### src/rtl/dma_seq_pkg.sv
package dma_seq_pkg;

  typedef enum logic [2:0] {
    M_BLK_REQ    = 3'b000,
    M_WORD       = 3'b001,
    M_LINE       = 3'b010,
    M_BLK_SW     = 3'b011,
    M_BLK_REARM  = 3'b100,
    M_WORD_REARM = 3'b101,
    M_RSV_A      = 3'b110,
    M_RSV_B      = 3'b111
  } xfer_mode_e;

  typedef enum logic [1:0] {
    S_IDLE = 2'd0,
    S_RD   = 2'd1,
    S_WR   = 2'd2
  } mv_state_e;

endpackage

### src/rtl/dma_seq_trig.sv
module dma_seq_trig
  import dma_seq_pkg::*;
#(
  parameter int CNT_W = 8
) (
  input  logic             clk,
  input  logic             rst_n,
  input  logic [2:0]       mode,
  input  logic             de_wr,
  input  logic             de_val,
  input  logic             irq_en,
  input  logic             req,
  input  logic             idle,
  input  logic             blk_end,
  input  logic [CNT_W-1:0] line_len,
  output logic             en_o,
  output logic             go,
  output logic             whole,
  output logic [CNT_W-1:0] burst_len,
  output logic             eob_irq
);

  xfer_mode_e md;
  logic       valid, need_req, rearm, word_mode, trig;
  logic       en_q, en_nxt, en_ce;
  logic       pend_q, pend_nxt;
  logic       irq_q, irq_nxt;

  assign md = xfer_mode_e'(mode);

  // mode decode
  always_comb begin
    valid     = 1'b1;
    need_req  = 1'b1;
    whole     = 1'b1;
    rearm     = 1'b0;
    word_mode = 1'b0;
    burst_len = CNT_W'(1);
    case (md)
      M_BLK_REQ:    ;
      M_WORD:       begin whole = 1'b0; word_mode = 1'b1; end
      M_LINE:       begin whole = 1'b0; burst_len = line_len; end
      M_BLK_SW:     need_req = 1'b0;
      M_BLK_REARM:  rearm = 1'b1;
      M_WORD_REARM: begin whole = 1'b0; word_mode = 1'b1; rearm = 1'b1; end
      default:      valid = 1'b0;
    endcase
  end

  assign trig = need_req ? (req | pend_q) : 1'b1;
  assign go   = idle & en_q & valid & trig;

  // next state
  always_comb begin
    en_ce  = (de_wr & idle) | (blk_end & ~rearm);
    en_nxt = blk_end ? 1'b0 : de_val;

    pend_nxt = pend_q;
    if (!idle && req && word_mode) pend_nxt = 1'b1;
    if (go && need_req)            pend_nxt = pend_q & req;
    if (blk_end && !rearm)         pend_nxt = 1'b0;
    if (de_wr && idle)             pend_nxt = 1'b0;

    irq_nxt = blk_end & irq_en & ~rearm;
  end

  // registers
  always_ff @(posedge clk or negedge rst_n) begin
    if (!rst_n) begin
      en_q   <= 1'b0;
      pend_q <= 1'b0;
      irq_q  <= 1'b0;
    end else begin
      if (en_ce) en_q <= en_nxt;
      pend_q <= pend_nxt;
      irq_q  <= irq_nxt;
    end
  end

  assign en_o    = en_q;
  assign eob_irq = irq_q;

endmodule

### src/rtl/dma_seq_mover.sv
module dma_seq_mover
  import dma_seq_pkg::*;
#(
  parameter int CNT_W  = 8,
  parameter int ADDR_W = 32,
  parameter int DATA_W = 32
) (
  input  logic              clk,
  input  logic              rst_n,
  input  logic              cfg_ld,
  input  logic [CNT_W-1:0]  count_cfg,
  input  logic [ADDR_W-1:0] src_base,
  input  logic [ADDR_W-1:0] dst_base,
  input  logic              go,
  input  logic              whole,
  input  logic [CNT_W-1:0]  burst_len,
  input  logic              rd_rdy,
  input  logic [DATA_W-1:0] rd_data,
  input  logic              wr_rdy,
  output logic              idle,
  output logic              blk_end,
  output logic              done,
  output logic              rd_stb,
  output logic [ADDR_W-1:0] rd_addr,
  output logic              wr_stb,
  output logic [ADDR_W-1:0] wr_addr,
  output logic [DATA_W-1:0] wr_data
);

  localparam logic [CNT_W-1:0]  CNT_ONE  = CNT_W'(1);
  localparam logic [ADDR_W-1:0] ADDR_ONE = ADDR_W'(1);

  mv_state_e         st_q, st_nxt;
  logic [CNT_W-1:0]  cnt_q, cnt_nxt, shadow_q, bl_q, bl_nxt;
  logic [ADDR_W-1:0] sb_q, db_q, sp_q, dp_q, sp_nxt, dp_nxt;
  logic [DATA_W-1:0] data_q;
  logic              whole_q;
  logic              word_done, last_word, burst_last;
  logic              start, rd_take, cnt_ce, done_q;

  assign idle       = (st_q == S_IDLE);
  assign start      = idle & go;
  assign rd_take    = (st_q == S_RD) & rd_rdy;
  assign word_done  = (st_q == S_WR) & wr_rdy;
  assign last_word  = (cnt_q == CNT_ONE);
  assign blk_end    = word_done & last_word;
  assign burst_last = last_word | (~whole_q & (bl_q == CNT_ONE));
  assign cnt_ce     = cfg_ld | word_done;

  // next state
  always_comb begin
    st_nxt = st_q;
    case (st_q)
      S_IDLE:  if (go)     st_nxt = S_RD;
      S_RD:    if (rd_rdy) st_nxt = S_WR;
      S_WR:    if (wr_rdy) st_nxt = burst_last ? S_IDLE : S_RD;
      default: st_nxt = S_IDLE;
    endcase

    bl_nxt = start ? burst_len : (bl_q - CNT_ONE);

    if (cfg_ld) begin
      cnt_nxt = count_cfg;
      sp_nxt  = src_base;
      dp_nxt  = dst_base;
    end else if (last_word) begin
      cnt_nxt = shadow_q;
      sp_nxt  = sb_q;
      dp_nxt  = db_q;
    end else begin
      cnt_nxt = cnt_q - CNT_ONE;
      sp_nxt  = sp_q + ADDR_ONE;
      dp_nxt  = dp_q + ADDR_ONE;
    end
  end

  // registers
  always_ff @(posedge clk or negedge rst_n) begin
    if (!rst_n) begin
      st_q     <= S_IDLE;
      cnt_q    <= '0;
      shadow_q <= '0;
      bl_q     <= '0;
      whole_q  <= 1'b0;
      sb_q     <= '0;
      db_q     <= '0;
      sp_q     <= '0;
      dp_q     <= '0;
      data_q   <= '0;
      done_q   <= 1'b0;
    end else begin
      st_q   <= st_nxt;
      done_q <= blk_end;
      if (start | word_done) bl_q <= bl_nxt;
      if (start) whole_q <= whole;
      if (rd_take) data_q <= rd_data;
      if (cfg_ld) begin
        shadow_q <= count_cfg;
        sb_q     <= src_base;
        db_q     <= dst_base;
      end
      if (cnt_ce) begin
        cnt_q <= cnt_nxt;
        sp_q  <= sp_nxt;
        dp_q  <= dp_nxt;
      end
    end
  end

  assign done    = done_q;
  assign rd_stb  = (st_q == S_RD);
  assign rd_addr = sp_q;
  assign wr_stb  = (st_q == S_WR);
  assign wr_addr = dp_q;
  assign wr_data = data_q;

endmodule

### src/rtl/dma_chan_seq.sv
module dma_chan_seq #(
  parameter int CNT_W  = 8,
  parameter int ADDR_W = 32,
  parameter int DATA_W = 32
) (
  input  logic              clk,
  input  logic              rst_n,
  input  logic [2:0]        mode,
  input  logic              de_wr,
  input  logic              de_val,
  input  logic              irq_en,
  input  logic [CNT_W-1:0]  count_cfg,
  input  logic [CNT_W-1:0]  line_len,
  input  logic [ADDR_W-1:0] src_base,
  input  logic [ADDR_W-1:0] dst_base,
  input  logic              req,
  output logic              rd_stb,
  output logic [ADDR_W-1:0] rd_addr,
  input  logic              rd_rdy,
  input  logic [DATA_W-1:0] rd_data,
  output logic              wr_stb,
  output logic [ADDR_W-1:0] wr_addr,
  output logic [DATA_W-1:0] wr_data,
  input  logic              wr_rdy,
  output logic              de_o,
  output logic              busy,
  output logic              done,
  output logic              eob_irq
);

  logic             idle, blk_end, go, whole;
  logic [CNT_W-1:0] burst_len;
  logic             cfg_ld;

  assign cfg_ld = de_wr & de_val & idle;
  assign busy   = ~idle;

  dma_seq_trig #(.CNT_W(CNT_W)) u_trig (
    .clk       (clk),
    .rst_n     (rst_n),
    .mode      (mode),
    .de_wr     (de_wr),
    .de_val    (de_val),
    .irq_en    (irq_en),
    .req       (req),
    .idle      (idle),
    .blk_end   (blk_end),
    .line_len  (line_len),
    .en_o      (de_o),
    .go        (go),
    .whole     (whole),
    .burst_len (burst_len),
    .eob_irq   (eob_irq)
  );

  dma_seq_mover #(.CNT_W(CNT_W), .ADDR_W(ADDR_W), .DATA_W(DATA_W)) u_mover (
    .clk       (clk),
    .rst_n     (rst_n),
    .cfg_ld    (cfg_ld),
    .count_cfg (count_cfg),
    .src_base  (src_base),
    .dst_base  (dst_base),
    .go        (go),
    .whole     (whole),
    .burst_len (burst_len),
    .rd_rdy    (rd_rdy),
    .rd_data   (rd_data),
    .wr_rdy    (wr_rdy),
    .idle      (idle),
    .blk_end   (blk_end),
    .done      (done),
    .rd_stb    (rd_stb),
    .rd_addr   (rd_addr),
    .wr_stb    (wr_stb),
    .wr_addr   (wr_addr),
    .wr_data   (wr_data)
  );

endmodule

### config.mk
export PLATFORM = sky130hd
export DESIGN_NAME = dma_chan_seq
export DESIGN_NICKNAME = d
export VERILOG_FILES = /design/src/rtl/dma_seq_pkg.sv /design/src/rtl/dma_seq_trig.sv /design/src/rtl/dma_seq_mover.sv /design/src/rtl/dma_chan_seq.sv
export SDC_FILE = /design/constraint.sdc
export NUM_CORES = 1
export LEC_CHECK = 0
export BUFFER_PORTS_ARGS = -buffer_cell sky130_fd_sc_hd__buf_4
export CORE_AREA = 2 2 122 148
export DETAILED_ROUTE_END_ITERATION = 12
export DIE_AREA = 0 0 124 150
export GPL_TIMING_DRIVEN = 0
export PLACE_DENSITY = 0.85
export SLEW_MARGIN = 25
export SYNTH_ARGS = -nofsm -noshare
export SYNTH_HDL_FRONTEND = slang
export SYNTH_HIERARCHICAL = 1
export SYNTH_SLANG_ARGS = --single-unit
### constraint.sdc
create_clock -name clk -period 5.3 [get_ports clk]
set_clock_uncertainty 0.2 [all_clocks]
set_input_delay 1.06 -clock clk [delete_from_list [all_inputs] [get_ports clk]]
set_output_delay 1.06 -clock clk [all_outputs]
set_load 0.02 [all_outputs]
==> flow_metrics.py <==
metrics = {
    "yosys": {
        "yosysSeqAreaShare_pct": 47.7,
        "synth-main-ff-cell": "dfrtp_1",
        "async_flop_share_pct": 100,
        "ys_ff_latch": 191,
        "yosys.area.top_type": "dfrtp_1",
        "ys_types": 71,
        "synth_edf_count": 0,
        "syn_area_per_cell_um2": 9.30,
        "syn_nets": 1207,
        "ys_top_cells_by_area": "dfrtp_1 48%, mux2_2 6.0%, o21ai_0 5.6%",
        "yosys_warnings": 6,
        "yosysTopAreaCellShare_pct": 47.7,
        "synthCells": 1078,
        "synth_area_um2": 10000,
    },
    "finish": {
        "syn2layout_area_growth_pct": 26.4,
        "drive_gt1_share_pct": 25.1,
        "antenna_cells": 0,
        "fin_nets": 1452,
        "stdcell_count": 1556,
    },
    "setup_path": {
        "start_kind": "flop",
        "reg2reg_depth": 8,
        "worstPathRequired_ns": 5.46,
        "worstReg2RegStart": "u_mover/st_q[0]$_DFFE_PN0P_",
        "worst-setup-path-type": "reg2reg",
        "critPathLaunch": "u_mover/st_q[0]$_DFFE_PN0P_",
        "cp-end-kind": "flop",
        "critPathMaxFanout": 10,
        "worstPathArrival_ns": 3.85,
    },
    "global_routing": {
        "grt_max_degree": 70,
        "grt_overflow": 0,
        "use_met3_pct": 9.76,
        "grt_pass1_wl_um": 52200,
        "gr-usage-met2_pct": 59.1,
        "grtUsageTotal_pct": 37.1,
        "met1_usage_pct": 45.8,
        "busiest_layer": "met2",
        "grt_pass1_vias": 9776,
        "antenna_found_initial": 0,
    },
    "drt": {
        "drt_iter0_markers": 1364,
        "final_antenna_net_count": 0,
        "drcViolationCount": 1,
        "finalWirelength_um": 34000,
        "via_count": 9987,
        "wl_per_cell_um": 21.8,
        "vias_per_cell": 6.42,
        "drt-pass1-iter-count": 10,
    },
    "place": {
        "dpl.cell_count": 1524,
        "place_congestion": 0.961,
        "dp_hpwl_um": 24000,
        "io_buffers": 224,
    },
    "cts": {
        "root_buffer": "clkbuf_16",
        "clk_pin_slew_worst_paths_ns": 0.07,
        "hold_buffers": 0,
        "cts_tree": "built",
        "clock_sinks": 191,
        "cts_resized": 0,
        "postCtsSetupRepairBufs": 0,
        "cts_buffers": 17,
        "h-tree-depth": 4,
        "insertion_delay_ns": 0.44,
        "clockBufferDepth": 2,
    },
    "timing": {
        "fmax_mhz": 271,
        "setup_viol": 0,
        "rsz0062_at_grt": "no",
        "worst_pin_slew_ns": 0.961,
        "tns_ns": 0,
        "hold_viol_final": 0,
        "slew_violations": 0,
        "slew_headroom_pct": 35.4,
        "fin_crit_ns": 3.69,
        "post-route-period-util_pct": 69.6,
    },
    "die": {
        "die-area_um2": 18600,
        "fp.dieH_um": 150,
        "die_w_um": 124,
        "io_pins": 225,
        "num_rows": 53,
        "core_um2": 17200,
        "start_util_pct": 58.1,
    },
    "flow_run": {
        "maxCapViolations": 0,
    },
    "pwr": {
        "irDropWorstVdd_mv": 0.348,
        "power_leakage_nw": 5.67,
        "cellPowerDensity_nw_per_um2": 520,
    },
    "worst_hold_path": {
        "worstHoldStart": "u_mover/whole_q$_DFFE_PN0P_",
        "hp-class": "reg2reg",
        "worstHoldPathCells": 2,
    },
    "run_status": {
        "violations": "DRC",
        "status": "finished, violations left",
    },
}
==> power breakdown <==
group | total [mW] | internal (mW) | switching [mW]
Combinational | 2.62 | 1.09 | 1.54
Clock | 1.39 | 0.800 | 0.591
Sequential | 2.58 | 2.06 | 0.514
==> worst paths after layout <==
kind / endpoint / slack (ns)
max in group asynchronous: u_mover/rd_addr[17]$_DFFE_PN0P_ / 3.49
worst max-delay path: u_mover/rd_addr[26]$_DFFE_PN0P_ / 1.61
worst max register to register: u_mover/rd_addr[26]$_DFFE_PN0P_ / 1.61
min in group asynchronous: u_mover/bl_q[6]$_DFFE_PN0P_ / 0.34
worst min-delay path: u_mover/whole_q$_DFFE_PN0P_ / 0.29
worst min register to register: u_mover/whole_q$_DFFE_PN0P_ / 0.29
==> critical path, cell delays in order, from the launching register on <==
cell	delay, ns
dfrtp_1	0.36
clkbuf_1	0.17
nor2_1	0.38
and3_1	0.50
clkbuf_1	0.38
buf_1	0.55
buf_1	0.70
nand2_1	0.17
a2bb2oi_1	0.19
==> through the flow <==
stage                     hold slack (ns)  util, %  cell area [um^2]  setup WS, ns  power (mW)
final                               0.290     73.5             12700          1.61        6.59
after floorplan                     0.247        -             10000          2.46        4.04
after CTS                           0.285     73.5             12700          1.80        6.54
after global routing                0.316     73.5             12700          1.58        6.92
after global placement              0.272     69.5             12000          1.67        5.02
after detailed placement            0.267     69.9             12000          1.62        5.14
==> synthesized netlist by cell type, types with 3 or more instances <==
master	count
dfrtp_1	191
o2bb2ai_1	4
nand2_1	130
o211ai_1	4
o311a_1	5
a22oi_1	22
buf_1	14
a31oi_1	7
nand2b_1	4
a221o_1	4
o31ai_1	8
mux2i_1	21
buf_2	12
nand4_1	34
o221ai_1	19
o21ai_0	112
nor2_1	46
and2_1	9
ha_1	6
nor4_1	9
mux2_2	53
clkbuf_1	42
o21a_1	10
a22o_1	3
nand3_1	26
a221oi_1	4
o31a_1	3
nor2b_1	4
a21oi_1	59
and3_1	14
a311oi_1	3
xor2_1	12
and4_1	6
nand3b_1	3
inv_1	75
nor3_1	38
a211oi_1	9
a41oi_1	3
xnor2_1	6
==> registers in the layout, indices dropped and copies added (netlist names), 2 cells and up <==
register          count
u_mover/bl_q          8
u_mover/cnt_q         8
u_mover/db_q         32
u_mover/rd_addr      32
u_mover/sb_q         32
u_mover/shadow_q      8
u_mover/st_q          2
u_mover/wr_addr      32
u_mover/wr_data      32
==> placed cells by master (no fill, tap or decap), types with 10 or more instances in the layout <==
master     count
a21oi_1       59
a22oi_1       22
and3_1        14
buf_1         14
buf_2         12
buf_4        223
clkbuf_1      43
clkbuf_16     17
dfrtp_1      191
inv_1         75
mux2_2        53
mux2i_1       21
nand2_1      130
nand3_1       26
nand4_1       34
nor2_1        46
nor3_1        38
o21a_1        10
o21ai_0      112
o221ai_1      19
xor2_1        12
==> per-layer routing <==
layer	wire length, um	vias up	share of wire [%]
li1	-	4403	-
met1	12100	4665	36
met2	16100	724	47
met3	3780	195	11
met4	2070	0	6.1
met5	0	-	0
==> logic make-up (layout without fill, tap and decap cells) <==
group	count (synthesis)	in the layout	share of synthesized area, %
and+or+nand+nor	345	345	17.1
AOI/OAI and AO/OA	299	299	19.1
DFF	191	191	47.7
buffers and inverters	145	403	5.67
muxes	74	74	8.05
xor gates and xnor gates	18	18	1.57
adders and majority gates	6	6	0.749
==> final cells by class <==
cell class	instances	area, um^2
plain buffers	70	287
clock buffers	18	429
clock inverters	14	201
fillers	1269	4570
inverters	75	282
multi-input cells	742	4680
flip-flops and latches	191	4780
well taps	220	275
repair buffers	226	1740
Note: power is estimated with default switching activity, not from simulation.
